File: src/rtl/sdseq_pkg.sv
package sdseq_pkg;

   localparam int PH_W = 4;

   typedef logic [PH_W-1:0] phase_t;
   typedef logic [3:0]      sd_cmd_t;

   typedef enum logic [1:0] {
      SLOT_IDLE = 2'd0,
      SLOT_VID  = 2'd1,
      SLOT_RD   = 2'd2,
      SLOT_WR   = 2'd3
   } slot_kind_t;

   // {cs_n, ras_n, cas_n, we_n}
   localparam sd_cmd_t CMD_NOP   = 4'b0111;
   localparam sd_cmd_t CMD_ACT   = 4'b0011;
   localparam sd_cmd_t CMD_READ  = 4'b0101;
   localparam sd_cmd_t CMD_WRITE = 4'b0100;
   localparam sd_cmd_t CMD_REF   = 4'b0001;

   // slot schedule
   localparam phase_t PH_WAKE     = 4'd4;
   localparam phase_t PH_DECIDE   = 4'd5;
   localparam phase_t PH_COL0     = 4'd6;
   localparam phase_t PH_COL1     = 4'd7;
   localparam phase_t PH_GAP0     = 4'd8;
   localparam phase_t PH_CAP0     = 4'd9;
   localparam phase_t PH_GAP1     = 4'd10;
   localparam phase_t PH_CAP1     = 4'd11;
   localparam phase_t PH_CKE_LAST = 4'd12;
   localparam phase_t PH_XC_LAST  = 4'd14;
   localparam phase_t PH_RDOE_1ST = 4'd9;
   localparam phase_t PH_WROE_END = 4'd8;

endpackage

File: src/rtl/sdseq_phase_ctr.sv
module sdseq_phase_ctr
   import sdseq_pkg::*;
(
   input  logic   clk,
   input  logic   rst_n,
   output phase_t phase
);

   always_ff @(posedge clk) begin
      if (!rst_n) phase <= '0;
      else        phase <= phase + 1'b1;
   end

   AST_PHASE_STEP: assert property (@(posedge clk) disable iff (!rst_n)
      1'b1 |=> phase == PH_W'($past(phase) + 1'b1));

endmodule

File: src/rtl/sdseq_slot_decide.sv
module sdseq_slot_decide
   import sdseq_pkg::*;
#(
   parameter int WA_W = 23
)(
   input  logic            clk,
   input  logic            rst_n,
   input  phase_t          phase,
   input  logic            vid_sel,
   input  logic [WA_W-1:0] vid_waddr,
   input  logic            cpu_as_n,
   input  logic            cpu_ram_sel,
   input  logic            cpu_rd_wr_n,
   input  logic [WA_W-1:0] cpu_waddr,
   output slot_kind_t      kind_now,
   output slot_kind_t      kind_q,
   output logic [WA_W-1:0] waddr_now,
   output logic [WA_W-1:0] waddr_q
);

   logic strobe_ok;

   assign strobe_ok = !cpu_as_n && cpu_ram_sel;

   always_comb begin
      if (vid_sel)         kind_now = SLOT_VID;
      else if (!strobe_ok) kind_now = SLOT_IDLE;
      else if (cpu_rd_wr_n) kind_now = SLOT_RD;
      else                 kind_now = SLOT_WR;
   end

   assign waddr_now = vid_sel ? vid_waddr : cpu_waddr;

   always_ff @(posedge clk) begin
      if (!rst_n) begin
         kind_q  <= SLOT_IDLE;
         waddr_q <= '0;
      end else if (phase == PH_DECIDE) begin
         kind_q  <= kind_now;
         waddr_q <= waddr_now;
      end
   end

   AST_IO_NEVER_STARTS: assert property (@(posedge clk) disable iff (!rst_n)
      (phase == PH_DECIDE && !vid_sel && !cpu_ram_sel) |=> kind_q == SLOT_IDLE);

   AST_LATE_STROBE_IGNORED: assert property (@(posedge clk) disable iff (!rst_n)
      (phase != PH_DECIDE) |=> $stable(kind_q));

endmodule

File: src/rtl/sdseq_cmd_gen.sv
module sdseq_cmd_gen
   import sdseq_pkg::*;
#(
   parameter int COL_W  = 9,
   parameter int ROW_W  = 12,
   parameter int BANK_W = 2,
   parameter int SA_W   = 12,
   parameter int AP_BIT = 10,
   parameter int BYTES  = 2,
   localparam int WA_W  = COL_W + ROW_W + BANK_W
)(
   input  logic              clk,
   input  logic              rst_n,
   input  phase_t            phase,
   input  slot_kind_t        kind_now,
   input  slot_kind_t        kind_q,
   input  logic [WA_W-1:0]   waddr_now,
   input  logic [WA_W-1:0]   waddr_q,
   input  logic [BYTES-1:0]  cpu_be_n,
   output sd_cmd_t           cmd,
   output logic              cke,
   output logic [BANK_W-1:0] ba,
   output logic [SA_W-1:0]   sa,
   output logic [BYTES-1:0]  dqm,
   output logic              oe_n,
   output logic              to_cpu
);

   logic [COL_W-1:0]  col_q;
   logic [ROW_W-1:0]  row_now;
   logic [BANK_W-1:0] bank_now, bank_q;
   logic              in_body, in_cke_body, wr_mask_phase;

   assign col_q    = waddr_q[COL_W-1:0];
   assign row_now  = waddr_now[COL_W +: ROW_W];
   assign bank_now = waddr_now[COL_W+ROW_W +: BANK_W];
   assign bank_q   = waddr_q[COL_W+ROW_W +: BANK_W];

   assign in_body     = (phase >= PH_COL0) && (phase <= PH_XC_LAST);
   assign in_cke_body = (phase >= PH_COL0) && (phase <= PH_CKE_LAST);

   function automatic logic [SA_W-1:0] col_addr(input logic [COL_W-1:0] c, input logic ap);
      logic [SA_W-1:0] r;
      r = '0;
      r[COL_W-1:0] = c;
      r[AP_BIT]    = ap;
      return r;
   endfunction

   always_comb begin
      cmd    = CMD_NOP;
      cke    = 1'b0;
      ba     = '0;
      sa     = '0;
      oe_n   = 1'b1;
      to_cpu = 1'b0;
      if (phase == PH_WAKE) begin
         cke = 1'b1;
      end else if (phase == PH_DECIDE) begin
         cke = 1'b1;
         if (kind_now != SLOT_IDLE) begin
            cmd = CMD_ACT;
            ba  = bank_now;
            sa  = SA_W'(row_now);
         end
      end else if (in_body) begin
         unique case (kind_q)
            SLOT_VID: begin
               cke = in_cke_body && (phase != PH_GAP0) && (phase != PH_GAP1);
               if (phase == PH_COL0) begin
                  cmd = CMD_READ;
                  ba  = bank_q;
                  sa  = col_addr({col_q[COL_W-1:1], 1'b0}, 1'b0);
               end else if (phase == PH_COL1) begin
                  cmd = CMD_READ;
                  ba  = bank_q;
                  sa  = col_addr({col_q[COL_W-1:1], 1'b1}, 1'b1);
               end else if (phase == PH_CAP1) begin
                  cmd = CMD_REF;
               end
            end
            SLOT_RD: begin
               cke    = in_cke_body;
               to_cpu = (phase >= PH_COL1);
               oe_n   = !(phase >= PH_RDOE_1ST);
               if (phase == PH_COL1) begin
                  cmd = CMD_READ;
                  ba  = bank_q;
                  sa  = col_addr(col_q, 1'b1);
               end
            end
            SLOT_WR: begin
               cke  = in_cke_body;
               oe_n = !(phase <= PH_WROE_END);
               if (phase == PH_COL1) begin
                  cmd = CMD_WRITE;
                  ba  = bank_q;
                  sa  = col_addr(col_q, 1'b1);
               end
            end
            default: begin
               cke = 1'b0;
            end
         endcase
      end
   end

   assign wr_mask_phase = (kind_q == SLOT_WR) && (phase == PH_COL1);

   generate
      for (genvar gi = 0; gi < BYTES; gi++) begin : g_mask
         assign dqm[gi] = wr_mask_phase & cpu_be_n[gi];
      end
   endgenerate

   AST_QUIET_EDGES: assert property (@(posedge clk) disable iff (!rst_n)
      (phase < PH_WAKE || phase > PH_CKE_LAST) |-> (!cke && cmd == CMD_NOP));
   AST_ACT_ONLY_DECIDE: assert property (@(posedge clk) disable iff (!rst_n)
      (cmd == CMD_ACT) |-> (phase == PH_DECIDE));
   AST_REF_IN_VIDEO: assert property (@(posedge clk) disable iff (!rst_n)
      (cmd == CMD_REF) |-> (kind_q == SLOT_VID && phase == PH_CAP1));
   AST_IDLE_SILENT: assert property (@(posedge clk) disable iff (!rst_n)
      (kind_q == SLOT_IDLE && phase > PH_DECIDE) |-> (cmd == CMD_NOP && !cke && oe_n));
   AST_MASK_WRITE_ONLY: assert property (@(posedge clk) disable iff (!rst_n)
      (dqm != '0) |-> (cmd == CMD_WRITE));
   AST_VIDEO_NO_OE: assert property (@(posedge clk) disable iff (!rst_n)
      (kind_q == SLOT_VID && phase > PH_DECIDE) |-> oe_n);

endmodule

File: src/rtl/sdseq_vid_capture.sv
module sdseq_vid_capture
   import sdseq_pkg::*;
#(
   parameter int DATA_W = 16,
   parameter int WORDS  = 2,
   localparam int VW    = DATA_W * WORDS
)(
   input  logic              clk,
   input  logic              rst_n,
   input  phase_t            phase,
   input  slot_kind_t        kind_q,
   input  logic [DATA_W-1:0] dq_in,
   output logic [VW-1:0]     vid_word
);

   logic take;
   logic [VW-1:0] shifted;

   assign take = (kind_q == SLOT_VID) && ((phase == PH_CAP0) || (phase == PH_CAP1));

   generate
      for (genvar gw = 0; gw < WORDS; gw++) begin : g_lane
         if (gw == WORDS - 1) begin : g_top
            assign shifted[gw*DATA_W +: DATA_W] = dq_in;
         end else begin : g_mid
            assign shifted[gw*DATA_W +: DATA_W] = vid_word[(gw+1)*DATA_W +: DATA_W];
         end
      end
   endgenerate

   always_ff @(posedge clk) begin
      if (!rst_n)    vid_word <= '0;
      else if (take) vid_word <= shifted;
   end

   AST_VWORD_HELD: assert property (@(posedge clk) disable iff (!rst_n)
      !(kind_q == SLOT_VID && (phase == PH_CAP0 || phase == PH_CAP1)) |=> $stable(vid_word));
   AST_VWORD_TOP: assert property (@(posedge clk) disable iff (!rst_n)
      (kind_q == SLOT_VID && phase == PH_CAP1) |=> vid_word[VW-1 -: DATA_W] == $past(dq_in));

endmodule

File: src/rtl/sdram_slot_seq.sv
module sdram_slot_seq
   import sdseq_pkg::*;
#(
   parameter int DATA_W = 16,
   parameter int COL_W  = 9,
   parameter int ROW_W  = 12,
   parameter int BANK_W = 2,
   parameter int SA_W   = 12,
   parameter int AP_BIT = 10,
   localparam int BYTES = DATA_W / 8,
   localparam int WA_W  = COL_W + ROW_W + BANK_W,
   localparam int VW    = 2 * DATA_W
)(
   input  logic              clk,
   input  logic              rst_n,
   output logic [3:0]        slot_phase,
   input  logic              vid_sel,
   input  logic [WA_W-1:0]   vid_waddr,
   input  logic              cpu_as_n,
   input  logic              cpu_ram_sel,
   input  logic              cpu_rd_wr_n,
   input  logic [BYTES-1:0]  cpu_be_n,
   input  logic [WA_W-1:0]   cpu_waddr,
   input  logic [DATA_W-1:0] sd_dq_in,
   output logic              sd_cs_n,
   output logic              sd_ras_n,
   output logic              sd_cas_n,
   output logic              sd_we_n,
   output logic              sd_cke,
   output logic [BANK_W-1:0] sd_ba,
   output logic [SA_W-1:0]   sd_addr,
   output logic [BYTES-1:0]  sd_dqm,
   output logic [VW-1:0]     vid_word,
   output logic              xcvr_oe_n,
   output logic              xcvr_to_cpu
);

   generate
      if (DATA_W % 8 != 0) begin : g_bad_data
         $error("DATA_W must be a whole number of bytes");
      end
      if (AP_BIT >= SA_W || COL_W > AP_BIT) begin : g_bad_ap
         $error("auto-precharge bit must sit above the column and inside sd_addr");
      end
      if (ROW_W > SA_W) begin : g_bad_row
         $error("row does not fit on sd_addr");
      end
   endgenerate

   phase_t     phase;
   slot_kind_t kind_now, kind_q;
   logic [WA_W-1:0] waddr_now, waddr_q;
   sd_cmd_t    cmd;

   sdseq_phase_ctr i_phase (
      .clk   (clk),
      .rst_n (rst_n),
      .phase (phase)
   );

   sdseq_slot_decide #(.WA_W(WA_W)) i_decide (
      .clk         (clk),
      .rst_n       (rst_n),
      .phase       (phase),
      .vid_sel     (vid_sel),
      .vid_waddr   (vid_waddr),
      .cpu_as_n    (cpu_as_n),
      .cpu_ram_sel (cpu_ram_sel),
      .cpu_rd_wr_n (cpu_rd_wr_n),
      .cpu_waddr   (cpu_waddr),
      .kind_now    (kind_now),
      .kind_q      (kind_q),
      .waddr_now   (waddr_now),
      .waddr_q     (waddr_q)
   );

   sdseq_cmd_gen #(
      .COL_W(COL_W), .ROW_W(ROW_W), .BANK_W(BANK_W),
      .SA_W(SA_W), .AP_BIT(AP_BIT), .BYTES(BYTES)
   ) i_cmd (
      .clk       (clk),
      .rst_n     (rst_n),
      .phase     (phase),
      .kind_now  (kind_now),
      .kind_q    (kind_q),
      .waddr_now (waddr_now),
      .waddr_q   (waddr_q),
      .cpu_be_n  (cpu_be_n),
      .cmd       (cmd),
      .cke       (sd_cke),
      .ba        (sd_ba),
      .sa        (sd_addr),
      .dqm       (sd_dqm),
      .oe_n      (xcvr_oe_n),
      .to_cpu    (xcvr_to_cpu)
   );

   sdseq_vid_capture #(.DATA_W(DATA_W), .WORDS(2)) i_vcap (
      .clk      (clk),
      .rst_n    (rst_n),
      .phase    (phase),
      .kind_q   (kind_q),
      .dq_in    (sd_dq_in),
      .vid_word (vid_word)
   );

   assign {sd_cs_n, sd_ras_n, sd_cas_n, sd_we_n} = cmd;
   assign slot_phase = phase;

endmodule

File: config.mk
export PLATFORM = sky130hd
export DESIGN_NAME = sdram_slot_seq
export DESIGN_NICKNAME = d
export VERILOG_FILES = /design/src/rtl/sdseq_pkg.sv /design/src/rtl/sdseq_phase_ctr.sv /design/src/rtl/sdseq_slot_decide.sv /design/src/rtl/sdseq_cmd_gen.sv /design/src/rtl/sdseq_vid_capture.sv /design/src/rtl/sdram_slot_seq.sv
export SDC_FILE = /design/constraint.sdc
export NUM_CORES = 1
export LEC_CHECK = 0
export ABC_AREA = 1
export BUFFER_PORTS_ARGS = -buffer_cell sky130_fd_sc_hd__buf_2
export CORE_MARGIN = 2
export CORE_UTILIZATION = 31
export DETAILED_ROUTE_END_ITERATION = 10
export PLACE_DENSITY = 0.58
export SLEW_MARGIN = 20
export SYNTH_ARGS = -nofsm -noshare
export SYNTH_HDL_FRONTEND = slang
export SYNTH_HIERARCHICAL = 1
export SYNTH_SLANG_ARGS = --single-unit
File: constraint.sdc
create_clock -name clk -period 1.8 [get_ports clk]
set_input_delay 0.18 -clock clk [delete_from_list [all_inputs] [get_ports clk]]
set_output_delay 0.18 -clock clk [all_outputs]
set_load 0.02 [all_outputs]
# Word level (Yosys, flattened, before mapping)
# Index checks and enable logic that the tools add are counted.
word_totals:
  inputBits: 70
  regBits: 61
  output_inout_bits: 59
  wordCells: 78
op_classes:
  n_lt_le_gt_ge: 6
  n_reduce_logical: 13
  n_eq_ne: 11
  bitwise: 2
  n_mux: 41
  n_addsub: 1
op_table:
  columns: ["cell", "count"]
  rows:
  - ["two-way mux 12 bit", 5]
  - ["case mux 12 bit (2 select lines)", 1]
  - ["two-way mux 23 bit", 1]
  - ["two-way mux 11 bit", 2]
  - ["two-way mux 2 bit", 10]
  - ["two-way mux 4 bit", 5]
  - ["== test 4 x 3 -> 1 bit, second input constant", 4]
  - ["less-or-equal comparator 4 bit, second input constant", 3]
  - ["case mux 4 bit (3 select lines)", 1]
  - ["two-way mux 1 bit", 11]
  - ["== test 4 bit, second input constant", 2]
  - [">= comparator 4 x 3 -> 1 bit, second input constant", 2]
  - ["!= test 4 bit, second input constant", 2]
  - ["logical AND 1 bit", 7]
  - ["two-way mux 3 bit", 2]
  - ["adder 4 x 1 -> 4 bit, second input constant", 1]
  - ["== test 2 bit, second input constant", 2]
  - [">= comparator 4 bit, second input constant", 1]
  - ["case mux 1 bit (2 select lines)", 2]
  - ["case mux 2 bit (2 select lines)", 1]
  - ["zero test 1 bit", 3]
  - ["AND 1 bit", 2]
  - ["== test 2 x 1 -> 1 bit, second input constant", 1]
  - ["nonzero test 2 bit", 1]
  - ["other kinds (2)", 2]

# Depth between registers and ports, before layout
depth:
  word_depth: 8
  mapped_depth: 10
  ltp_nobuf: 9

# Modules after synthesis
# Netlist, hierarchy kept.
modules_own_cells:
  columns: ["mod", "area_each_um2", "instances", "seq_area_each_um2", "cells_per_inst"]
  rows:
  - ["sdseq_slot_decide", 1535.2, 1, 500.5, 290]
  - ["sdseq_vid_capture", 1421.4, 1, 640.6, 206]
  - ["sdseq_cmd_gen", 569.3, 1, 0.0, 117]
  - ["sdseq_phase_ctr", 148.9, 1, 80.1, 17]

# Worst setup path after synthesis
# OpenSTA, ideal clock, no wires.
synth_timing:
  path_kind: "reg-to-output"
  start: "register i_phase.phase[2]"
  end: "output sd_addr[1]"
  path_buffers: 1
  arrival_ps: 1506
  setup_slack_ps: 114
  required_time_ps: 1620
  path_stages_with_launch: 6
  path_cell_list: "dfxtp_1 nand2_2 nor2_4 nand2_4 buf_6 a21oi_1"
synth_between:
  elab_chain_cells: 7
  elab_cells_between_ends: 14
  classes_between: "2 x order compare; 4 x eq/ne; 7 x mux; 1 x reduce/logical"
synth_lines:
  columns: ["element", "line_no", "source"]
  rows:
  - ["from (decl)", "sdseq_phase_ctr.sv:6", "output phase_t phase"]
  - ["from (signal assigned)", "sdseq_phase_ctr.sv:11", "else phase <= phase + 1'b1;"]
  - ["== test 4 x 3 -> 1 bit", "sdseq_cmd_gen.sv:74, sdseq_cmd_gen.sv:86, sdseq_cmd_gen.sv:95", null]
  - ["two-way mux 11 bit", "sdseq_cmd_gen.sv:74", "end else if (phase == PH_COL1) begin"]
  - ["two-way mux 12 bit", "sdseq_cmd_gen.sv:70", "if (phase == PH_COL0) begin"]
  - ["case mux 12 bit (2 select lines)", "sdseq_cmd_gen.sv:67", "unique case (kind_q)"]
  - ["two-way mux 12 bit", "sdseq_cmd_gen.sv:66", "end else if (in_body) begin"]
  - ["two-way mux 12 bit", "sdseq_cmd_gen.sv:59", "end else if (phase == PH_DECIDE) begin"]
  - ["two-way mux 12 bit (*)", "sdseq_cmd_gen.sv:57", "if (phase == PH_WAKE) begin"]
  - ["to (decl)", "sdram_slot_seq.sv:31", "output logic [SA_W-1:0] sd_addr,"]
# Every way passes the cells marked *; elsewhere a longest branch is shown, timed or not.

# Final worst setup path
layout_timing:
  start: "register i_phase.phase[3]"
  end: "output sd_addr[8]"
# Same word-level chain as after synthesis.

==> flow_metrics.py <==
metrics = {
    "status": {
        "outcome": "complete, no violations",
    },
    "drt": {
        "ant_nets": 0,
        "drc": 0,
        "drtIter0Drc": 141,
        "num_vias": 3387,
        "via_per_inst": 4.105,
        "dr.pass1.iters": 4,
        "drt-total-wl_um": 7987,
        "wl_per_cell_um": 9.681,
    },
    "floorplan": {
        "io_pins": 129,
        "core_area_um2": 10180,
        "die_y_um": 105.9,
        "num_rows": 37,
        "start_util_pct": 31.62,
        "die_x_um": 105.9,
        "dieArea_um2": 11220,
    },
    "clock_network": {
        "htreeDepth": 2,
        "insertion_delay_ns": 0.30,
        "cts_root_buf": "clkbuf_8",
        "cts_buffer_depth": 2,
        "cts_buffers": 5,
        "tritoncts": "yes",
        "clkSinkCount": 49,
        "path_clk_slew_ns": 0.09,
    },
    "global_route": {
        "grt.busiest_layer": "met2",
        "grt.met2_usage_pct": 24.06,
        "overflow": 0,
        "met1_usage_pct": 15.21,
        "met3_usage_pct": 2.146,
        "grt_pass1_wl_um": 12270,
        "first_global_vias": 2925,
        "antenna_found_initial": 0,
        "grt_usage_pct": 12.93,
        "grt_max_degree": 64,
    },
    "setup_path": {
        "startpoint": "i_phase/phase[3]$_SDFF_PN0_",
        "r2r_cells": 8,
        "critical_path_required_ns": 1.62,
        "crit_path_end_kind": "output pin",
        "path_delay_family": "flip-flops",
        "r2r-end": "i_vcap/vid_word[27]$_SDFFE_PN0P_",
        "path_max_fanout": 12,
        "start_kind": "register",
        "cp_cell_sequence": "inv_4, nand2_2, nor2_4, buf_12, nand2_8, a21oi_1, a21oi_2, buf_4",
        "critPathArrivalTime_ns": 1.56,
        "max_stage_delay_ns": 0.38,
        "timing.reg2reg.setup_slack_ns": 0.37,
        "critPathSlowestCell": "dfxtp_4",
        "rr_startpoint": "i_phase/phase[2]$_SDFF_PN0_",
        "critPathKind": "register to output pin",
        "crit_buf_inv": 3,
    },
    "timing": {
        "rsz0062_at_grt": "true",
        "timing.final.max_slew_violations": 0,
        "tightest_slew_ns": 0.5227,
        "finalSetupViolCount": 0,
        "layout_min_cycle_time_ns": 1.738,
        "max_freq_ghz": 0.5754,
        "hold_viol_final": 0,
        "fin_skew_ns": 0.007207,
        "period_share_pct": 96.56,
        "timing.slew.headroom_pct": 65.15,
    },
    "placement": {
        "numPortBuffers": 127,
        "gp_congestion": 0.8180,
        "place_area_um2": 3915,
        "dp_hpwl_um": 5872,
        "dp_cells": 809,
    },
    "pwr": {
        "report.power.total_mw": 2.169,
        "power.density_nw_per_um2": 508.9,
        "leakagePower_nw": 2.372,
        "power_frac_clock_pct": 30.1,
        "combPwrFrac_pct": 18.5,
        "power_switching_share_pct": 28.96,
        "peakVddDrop_v": 0.0002556,
        "p_switching_uw": 628.1,
        "p_int_mw": 1.540,
        "pwr-share-seq_pct": 51.3,
    },
    "layout": {
        "multi_input_area_um2": 1702,
        "fin_area_um2": 4262,
        "layout-drive-gt1-share_pct": 31.93,
        "n_antenna_cell": 0,
        "seqCellArea_um2": 996.0,
        "syn_to_final_growth_pct": 32.32,
        "layout.nets": 759,
        "fill_cells": 1174,
        "stdcell_count": 825,
    },
    "worst_hold_path": {
        "hold_start": "sd_dq_in[15]",
        "min_path_type": "input pin to register",
        "hold_end": "i_vcap/vid_word[31]$_SDFFE_PN0P_",
        "holdPathStages": 5,
    },
    "synth": {
        "syn_area_um2": 3221,
        "ys_warn_count": 6,
        "synth.avg_cell_area_um2": 5.741,
        "syn-num-nets": 632,
        "synthCells": 561,
    },
    "job": {
        "drv_cap": 0,
    },
}
timing repair:
action                                  CTS  global route
resized for setup                         9            46
hold buffers                              0             0
endpoints found under the setup margin   13            13
hold endpoints to repair                  0             0
gates cloned                              0             3
buffers inserted                          0             5
pin swaps                                 0            10
metal layers:
layer  vias to the layer above  share of wire, %
met1                      1446                44
met2                        81                48
met5                         -                 0
met3                        16               5.1
met4                         0               2.0
li1                       1844                 -
power by group through the flow:
stage	registers [mW]	logic (mW)	clock network, mW
5_1_grt	1.12	0.454	0.729
4_1_cts	1.11	0.366	0.692
3_3_place_gp	1.14	0.355	0
2_1_floorplan	1.15	0.216	0
6_report	1.11	0.402	0.654
3_5_place_dp	1.14	0.362	0
metrics by stage:
stage | TNS (ns) | util, % | hold WS (ns) | setup WS, ns
floorplan | 0 | - | 0.2776 | 0.1139
global placement | 0 | 38.44 | 0.4586 | 0.1937
detailed placement | 0 | 38.44 | 0.4669 | 0.1552
CTS | 0 | 39.58 | 0.1565 | 0.003336
global route | -0.1664 | 41.84 | 0.1799 | -0.03477
finish | 0 | 41.84 | 0.1684 | 0.06200
how the worst max path moves through the flow:
| stage | to | slack [ns] | depth (start not counted) |
|---|---|---|---|
| 2_1_floorplan | sd_addr[1] | 0.11 | 5 |
| 3_3_place_gp | sd_addr[0] | 0.19 | 7 |
| 3_5_place_dp | sd_addr[0] | 0.16 | 7 |
| 4_1_cts | sd_addr[0] | 0.003 | 8 |
| 5_1_grt | sd_addr[8] | -0.03 | 8 |
| 6_report | sd_addr[8] | 0.06 | 8 |
cell usage in the layout (no fill, tap or decap), types with 2 or more instances in the layout:
master / count
nand2_1: 165
inv_1: 121
buf_2: 116
nor2_1: 114
dfxtp_1: 43
nand2_2: 26
buf_4: 24
a21oi_2: 15
nand3_1: 9
a21oi_1: 7
clkbuf_8: 5
nor2_4: 4
nand2_4: 3
dfxtp_4: 3
dfxtp_2: 3
clkinv_4: 2
clkinv_2: 2
nand2_8: 2
inv_2: 2
inv_4: 2
nand3_4: 2
buf_6: 2
nand3_2: 2
buf_12: 2
cell type report:
cell class | count | area share (%)
Clock buffer | 5 | 1.615
Clock inverter | 3 | 0.5285
Inverter | 126 | 11.24
Multi-Input combinational cell | 362 | 39.93
Sequential cell | 49 | 23.37
Tap cell | 136 | 3.993
Timing Repair Buffer | 144 | 19.32
sequential cells by signal, summed over array words and instances (netlist names):
| signal | flops |
|---|---|
| i_decide/waddr_q | 11 |
| i_decide/kind_q | 2 |
| i_phase/phase | 4 |
| i_vcap/vid_word | 32 |
worst min-delay path, stage by stage:
cell and delay (ns):
buf_2 0.10, inv_1 0.04, nand2_1 0.04, nand2_1 0.05, nor2_1 0.03
(Power assumes the default switching activity.)
